===== config.mk =====
export PLATFORM = sky130hd
export DESIGN_NAME = pwm_edge_gen
export DESIGN_NICKNAME = d
export VERILOG_FILES = /design/src/rtl/pwm_pkg.sv /design/src/rtl/pwm_prescaler.sv /design/src/rtl/pwm_step_counter.sv /design/src/rtl/pwm_channel.sv /design/src/rtl/pwm_edge_gen.sv
export SDC_FILE = /design/constraint.sdc
export NUM_CORES = 1
export LEC_CHECK = 0
export BUFFER_PORTS_ARGS = -buffer_cell sky130_fd_sc_hd__buf_2
export CORE_MARGIN = 2
export CORE_UTILIZATION = 40
export CTS_CLUSTER_SIZE = 10
export DETAILED_ROUTE_END_ITERATION = 8
export GPL_ROUTABILITY_DRIVEN = 1
export PLACE_DENSITY_LB_ADDON = 0.1
export SLEW_MARGIN = 5
export SYNTH_ARGS = -nofsm -noshare
export SYNTH_HDL_FRONTEND = slang
export SYNTH_SLANG_ARGS = --single-unit

===== constraint.sdc =====
create_clock -name clk_i -period 1.9 [get_ports clk_i]
set_input_delay 0.285 -clock clk_i [delete_from_list [all_inputs] [get_ports clk_i]]
set_output_delay 0.285 -clock clk_i [all_outputs]
set_load 0.1 [all_outputs]

===== src/rtl/pwm_pkg.sv =====
package pwm_pkg;

  typedef enum logic [1:0] {
    EDGE_NONE = 2'd0,
    EDGE_SET  = 2'd1,
    EDGE_CLR  = 2'd2,
    EDGE_FLIP = 2'd3
  } edge_act_e;

  // Decide what a channel does on the first clock of a step.
  function automatic edge_act_e pick_action(input logic first_clk,
                                            input logic hit_rise,
                                            input logic hit_fall);
    edge_act_e act;
    act = EDGE_NONE;
    if (first_clk) begin
      if (hit_rise && hit_fall) act = EDGE_FLIP;
      else if (hit_rise)        act = EDGE_SET;
      else if (hit_fall)        act = EDGE_CLR;
    end
    return act;
  endfunction

endpackage


===== src/rtl/pwm_prescaler.sv =====
module pwm_prescaler #(
  parameter int PRE_W = 8
) (
  input  logic             clk_i,
  input  logic             rst_i,
  input  logic [PRE_W-1:0] limit_i,
  output logic             at_zero_o,
  output logic             wrap_o
);

  logic [PRE_W-1:0] cnt_q;

  // The >= compare keeps a counter above a lowered limit from running away.
  assign wrap_o    = (cnt_q >= limit_i);
  assign at_zero_o = (cnt_q == '0);

  always_ff @(posedge clk_i) begin
    if (rst_i) begin
      cnt_q <= '0;
    end else if (wrap_o) begin
      cnt_q <= '0;
    end else begin
      cnt_q <= cnt_q + PRE_W'(1);
    end
  end

endmodule


===== src/rtl/pwm_step_counter.sv =====
module pwm_step_counter #(
  parameter int STEP_W = 8
) (
  input  logic              clk_i,
  input  logic              rst_i,
  input  logic              advance_i,
  input  logic              pre_zero_i,
  input  logic [STEP_W-1:0] limit_i,
  output logic [STEP_W-1:0] step_o,
  output logic              start_o
);

  logic [STEP_W-1:0] step_q;
  logic              start_q;
  logic              at_last;

  assign at_last = (step_q >= limit_i);
  assign step_o  = step_q;
  assign start_o = start_q;

  always_ff @(posedge clk_i) begin
    if (rst_i) begin
      step_q <= '0;
    end else if (advance_i) begin
      step_q <= at_last ? '0 : step_q + STEP_W'(1);
    end
  end

  // Registered so the strobe lines up with channel outputs for edge value 0.
  always_ff @(posedge clk_i) begin
    if (rst_i) begin
      start_q <= 1'b0;
    end else begin
      start_q <= pre_zero_i && (step_q == '0);
    end
  end

endmodule


===== src/rtl/pwm_channel.sv =====
module pwm_channel
  import pwm_pkg::*;
#(
  parameter int STEP_W = 8
) (
  input  logic              clk_i,
  input  logic              rst_i,
  input  logic              en_i,
  input  logic              first_clk_i,
  input  logic [STEP_W-1:0] step_i,
  input  logic [STEP_W-1:0] rise_i,
  input  logic [STEP_W-1:0] fall_i,
  output logic              pwm_o
);

  logic      out_q;
  edge_act_e act;

  always_comb begin
    act = pick_action(first_clk_i, step_i == rise_i, step_i == fall_i);
  end

  always_ff @(posedge clk_i) begin
    if (rst_i || !en_i) begin
      out_q <= 1'b0;
    end else begin
      unique case (act)
        EDGE_SET:  out_q <= 1'b1;
        EDGE_CLR:  out_q <= 1'b0;
        EDGE_FLIP: out_q <= ~out_q;
        default:   out_q <= out_q;
      endcase
    end
  end

  assign pwm_o = out_q;

endmodule


===== src/rtl/pwm_edge_gen.sv =====
module pwm_edge_gen #(
  parameter int PRE_W    = 8,
  parameter int STEP_W   = 8,
  parameter int EN_GRP_W = 8,
  localparam int NUM_CH  = 2 * EN_GRP_W,
  localparam int EDGE_W  = NUM_CH * STEP_W
) (
  input  logic              clk_i,
  input  logic              rst_i,
  input  logic [PRE_W-1:0]  prescale_i,
  input  logic [STEP_W-1:0] period_i,
  input  logic [EDGE_W-1:0] rise_i,
  input  logic [EDGE_W-1:0] fall_i,
  input  logic [EN_GRP_W-1:0] en_lo_i,
  input  logic [EN_GRP_W-1:0] en_hi_i,
  output logic [NUM_CH-1:0] pwm_o,
  output logic              period_start_o
);

  logic [NUM_CH-1:0] en_all;
  logic              pre_zero;
  logic              pre_wrap;
  logic [STEP_W-1:0] step_q;

  assign en_all = {en_hi_i, en_lo_i};

  pwm_prescaler #(.PRE_W(PRE_W)) u_pre (
    .clk_i     (clk_i),
    .rst_i     (rst_i),
    .limit_i   (prescale_i),
    .at_zero_o (pre_zero),
    .wrap_o    (pre_wrap)
  );

  pwm_step_counter #(.STEP_W(STEP_W)) u_step (
    .clk_i      (clk_i),
    .rst_i      (rst_i),
    .advance_i  (pre_wrap),
    .pre_zero_i (pre_zero),
    .limit_i    (period_i),
    .step_o     (step_q),
    .start_o    (period_start_o)
  );

  for (genvar c = 0; c < NUM_CH; c++) begin : g_ch
    pwm_channel #(.STEP_W(STEP_W)) u_ch (
      .clk_i       (clk_i),
      .rst_i       (rst_i),
      .en_i        (en_all[c]),
      .first_clk_i (pre_zero),
      .step_i      (step_q),
      .rise_i      (rise_i[c*STEP_W +: STEP_W]),
      .fall_i      (fall_i[c*STEP_W +: STEP_W]),
      .pwm_o       (pwm_o[c])
    );
  end

endmodule


Yosys cells after proc, flatten, opt, wreduce, memory -nomap -nowiden
Index checks and enable logic that the tools add are counted.

Flip-flop bits (word level): 33. Bits of input ports: 290. Output and inout port bits: 17. Word-level logic and storage cells: 268.

$add $sub $neg: 2. Magnitude comparators: 2. Eq/ne operators: 80. Mux-type cells: 81. Bitwise gates (word level): 16. Reduce and logical (&&, ||, !) cells: 68.

Operators by type and width (number): 8-bit equality test (32); 2-bit two-way mux (64); 2-bit equality test (second input constant) (32); 1-bit one-hot mux with 3 select lines (16); 3-bit nonzero test (16); 2-bit by 1-bit equality test with 1-bit output (second input constant) (16); 1-bit logical AND (17); 8-bit by 1-bit adder with 8-bit output (second input constant) (2); 8-bit greater-or-equal comparator (2); 1-bit logical NOT (16); 8-bit logical NOT (2); 1-bit logical OR (16); 1-bit NOT (16); 8-bit two-way mux (1); 2-bit OR reduction (1).

Depth between registers and ports, before layout
Depth in word-level cells: 7. Depth in mapped cells: 9. Gate-level depth less buffers: 7.

By module
Synthesis repeated with hierarchy kept, for this count alone.

Cell total of the unflattened synthesis: 531. Area total of the unflattened synthesis: 4665.7 um2.

Modules (own cells, without submodules): pwm_channel (times used 16, cells an instance 25, area each 216.5 um2, seq. area each 20.0 um2); pwm_step_counter (times used 1, cells an instance 68, area each 635.6 um2, seq. area each 180.2 um2); pwm_prescaler (times used 1, cells an instance 63, area each 566.8 um2, seq. area each 160.2 um2).

Least setup slack after synthesis
No wires, ideal clock.

Kind: register to register. From: reg u_step.step_q[0] (netlist: u_step.step_o[0]). To: reg u_step.step_q[2] (netlist: u_step.step_o[2]). Library setup time: 0.140 ns. Data arrival time: 1.857 ns. Required time: 1.760 ns. Path slack: -0.098 ns. Cell stages (with the launch flop): 10. Path buffers: 2. Period minus slack after synthesis: 1.998 ns. Path through: dfxtp_1 > buf_4 > buf_2 > inv_1 > ha_1 > nand2b_1 > a21oi_2 > o31a_4 > a22oi_1 > o32ai_2.

Word-level cells in the longest chain between the ends: 2. Elaborated cells on any way between the ends: 3. Classes of those cells: 1 x add/sub; 1 x order compare; 1 x mux.

Ends and longest elaborated chain: start: declaration (RTL line pwm_step_counter.sv:13) `logic [STEP_W-1:0] step_q;`; start signal: assignment (RTL line pwm_step_counter.sv:25) `step_q <= at_last ? '0 : step_q + STEP_W'(1);`; 8-bit by 1-bit adder with 8-bit output / 8-bit greater-or-equal comparator (equally long branches) (RTL line pwm_step_counter.sv:25, pwm_step_counter.sv:17); 8-bit two-way mux (*) (RTL line pwm_step_counter.sv:25).

Mark *: on every way between the ends. The rest lies on a longest branch, timed or not. A chain may end at the register's enable or synchronous reset.

Final worst setup path
From: reg u_step.step_q[1] (netlist: u_step.step_o[1]). To: reg u_step.step_q[0] (netlist: u_step.step_o[0]).

Word-level cells in the longest chain between the ends: 2.

Ends and longest elaborated chain: 8-bit greater-or-equal comparator (RTL line pwm_step_counter.sv:17) `assign at_last = (step_q >= limit_i);`; 8-bit two-way mux (RTL line pwm_step_counter.sv:25).

Every way passes these cells.

==> results_dict.tcl <==
set metrics [dict create \
    status "finished, final reports clean" \
    whs_path_depth 2 \
    final_common_cell "buf_2" \
    die_h_um 118 \
    multi_input_area_sq_um 4130 \
    fin_area_sq_um 7310 \
    start_util 0.412 \
    gp_congestion 0.884 \
    crit_path_start_kind "flip-flop" \
    cp.depth 6 \
    core_area_sq_um 12700 \
    netlist_area_sq_um 5220 \
    hold_viol 0 \
    utilization 0.577 \
    powerDensity_nw_per_um2 345 \
    syn2layout_area_growth_pct 40.0 \
    finalCritPeriodShare 0.972 \
    fmax_mhz 541 \
    rrSetupSlack_ns 0.05 \
    arrival_ns 2.04 \
    io_buffers 306 \
    avgViaCountPerCell 5.12 \
    clkSlewWorstSetupHoldPaths_ns 0.06 \
    synthTopCellsByArea "xor2_1, dfxtp_1, nor4_1" \
    numPlacedInstances 1036 \
    postRouteAntennaNets 0 \
    cp.required_ns 2.10 \
    cts_tree "yes" \
    n_fill_cell 1169 \
    critical_path.top_delay_family "compound AO/OA/AOI/OAI gates" \
    wire_per_inst_um 18.7 \
    synth-edff-count 0 \
    yosys_warnings 0 \
    setup_viol 0 \
    postPlaceCellArea_sq_um 6970 \
    clockBufferDepth 2 \
    cts_inserted_buffers 5 \
    syn_inst 585 \
    drt_wl_total_mm 19.7 \
    maxCapViolCount 0 \
    register_area_sq_um 679 \
    synth-main-ff-cell "dfxtp_1" \
    synth_nets 895 \
    worst-path-buf-inv 0 \
    grt_pass1_vias 5741 \
    worstHoldPathType "input pin to flip-flop" \
    cp_cell_sequence "ha_4 > or4_4 > a21oi_4 > o31a_4 > o21ai_4 > o31ai_2" \
    io_pins 307 \
    ir_drop_uv 440 \
    total_leakage_power_nw 3.92 \
    slowest_stage "or4_4" \
    dp_hpwl_mm 15.3 \
    holdWs_ns 0.280 \
    ys_seq_elements 33 \
    cts_sinks 33 \
    relSlewSlack 0.642 \
    dieArea_sq_um 14000 \
    antenna_found_initial 4 \
    worstMarginPinSlew_ns 0.537 \
    synth_top_area_frac 0.411 \
    ys_types 40 \
    clkLatencyLatePin_ns 0.28 \
    finalPower_w 0.00252 \
    syn_area_per_cell_sq_um 8.93 \
    routed-via-count 5385 \
    reg2reg_depth 6 \
    ctsHtreeMaxLevel 2 \
    stdcell_count 1052 \
    drtPass1Iterations 4 \
    layout-drive-gt1-share 0.477 \
    die_x_um 118 \
    root_buffer "clkbuf_16" \
    grt_pass1_wl_mm 30.3 \
    cpPeakStageDelay_ns 0.54 \
    skew_ns 0.00772 \
    rsz0062_at_grt "yes" \
    async_flop_share 0 \
    core.rowCount 41 \
    grt_usage 0.272 \
    route.detailed.drc 0 \
    cts_hold_buf 0 \
    fin_crit_ns 1.85 \
    layout_common_cells "buf_2, xor2_1, nor4_1, inv_1, dfxtp_1" \
    final_max_slew_viol_count 0 \
    drt_iter0_markers 321 \
    crit_path_max_fanout 8 \
    crit_path_end_kind "flip-flop" \
    yosysTopAreaCell "xor2_1" \
    grt_max_degree 38 \
    nets 1185 \
    crit_type "flip-flop to flip-flop" \
    ys_seq_area_frac 0.127 \
    grt-ovfl-total 0 \
]
## what timing repair did
action	in CTS	in global routing
endpoints found under the setup margin	1	19
gates resized for setup	1	23
buffers inserted	0	4
pin swaps	0	6
endpoints found under the hold margin	0	0
## flip-flops by register name, indices dropped and copies added (netlist names)
signal,cells
u_step.start_o,1
u_pre.cnt_q,8
g_ch.u_ch.pwm_o,16
u_step.step_o,8
## synthesized netlist by cell type, types with 8 or more instances
library cell	n
a31oi_1	16
buf_2	12
buf_4	26
buf_6	14
dfxtp_1	33
ha_1	20
inv_1	24
nand3_1	12
nand4_1	19
nor3_1	8
nor4_1	51
nor4_2	15
nor4b_2	16
xnor2_1	17
xor2_1	245
## final timing paths
kind / endpoint / from
max: u_step.step_o[0] / u_step.step_o[1]
min: g_ch[14].u_ch.pwm_o / en_hi_i[6]
max reg2reg: u_step.step_o[0] / u_step.step_o[1]
min reg2reg: u_pre.cnt_q[0] / u_pre.cnt_q[0]
## through the flow
stage               setup slack [ns]  setup TNS [ns]
floorplan                     0.0236               0
global placement             0.00732               0
detailed placement           -0.0452          -0.213
CTS                           0.0349               0
global route                 -0.0292         -0.0562
finish                        0.0532               0
## final cells by class
| cell class | count | area share |
|---|---|---|
| multi-input cells | 470 | 0.565 |
| repair buffers | 339 | 0.274 |
| flip-flops and latches | 33 | 0.0929 |
| well taps | 172 | 0.0294 |
| clock buffers | 6 | 0.0190 |
| inverters | 26 | 0.0134 |
| clock inverters | 2 | 0.00514 |
| diodes | 4 | 0.00137 |
## layer usage
| layer | part of all wire | vias up | track usage | wire length, um |
|---|---|---|---|---|
| met5 | 0.00066 | - | 0 | 13 |
| met4 | 0.023 | 2 | 0.0873 | 456 |
| met3 | 0.056 | 35 | 0.0502 | 1100 |
| met2 | 0.52 | 206 | 0.504 | 10300 |
| met1 | 0.40 | 2531 | 0.311 | 7870 |
| li1 | - | 2611 | - | - |
## kinds of logic (layout without fill, tap and decap cells)
logic type                 after synthesis  count (layout)  synth area share
adders and majority gates               20              20            0.0479
other                                    0               4                 0
xor gates and xnor gates               262             262             0.439
DFF                                     33              33             0.127
AOI/OAI and AO/OA                       45              45            0.0748
buffers and inverters                   82             373             0.101
and+or+nand+nor                        143             143             0.211
## power breakdown
group	leakage [nW]	switching, W	internal [W]
combinational	3.56	0.000395	0.000432
sequential	0.272	0.00000930	0.000699
clock	0.0831	0.000331	0.000655
total	3.92	0.000735	0.00179
(Power assumes the default switching activity.)
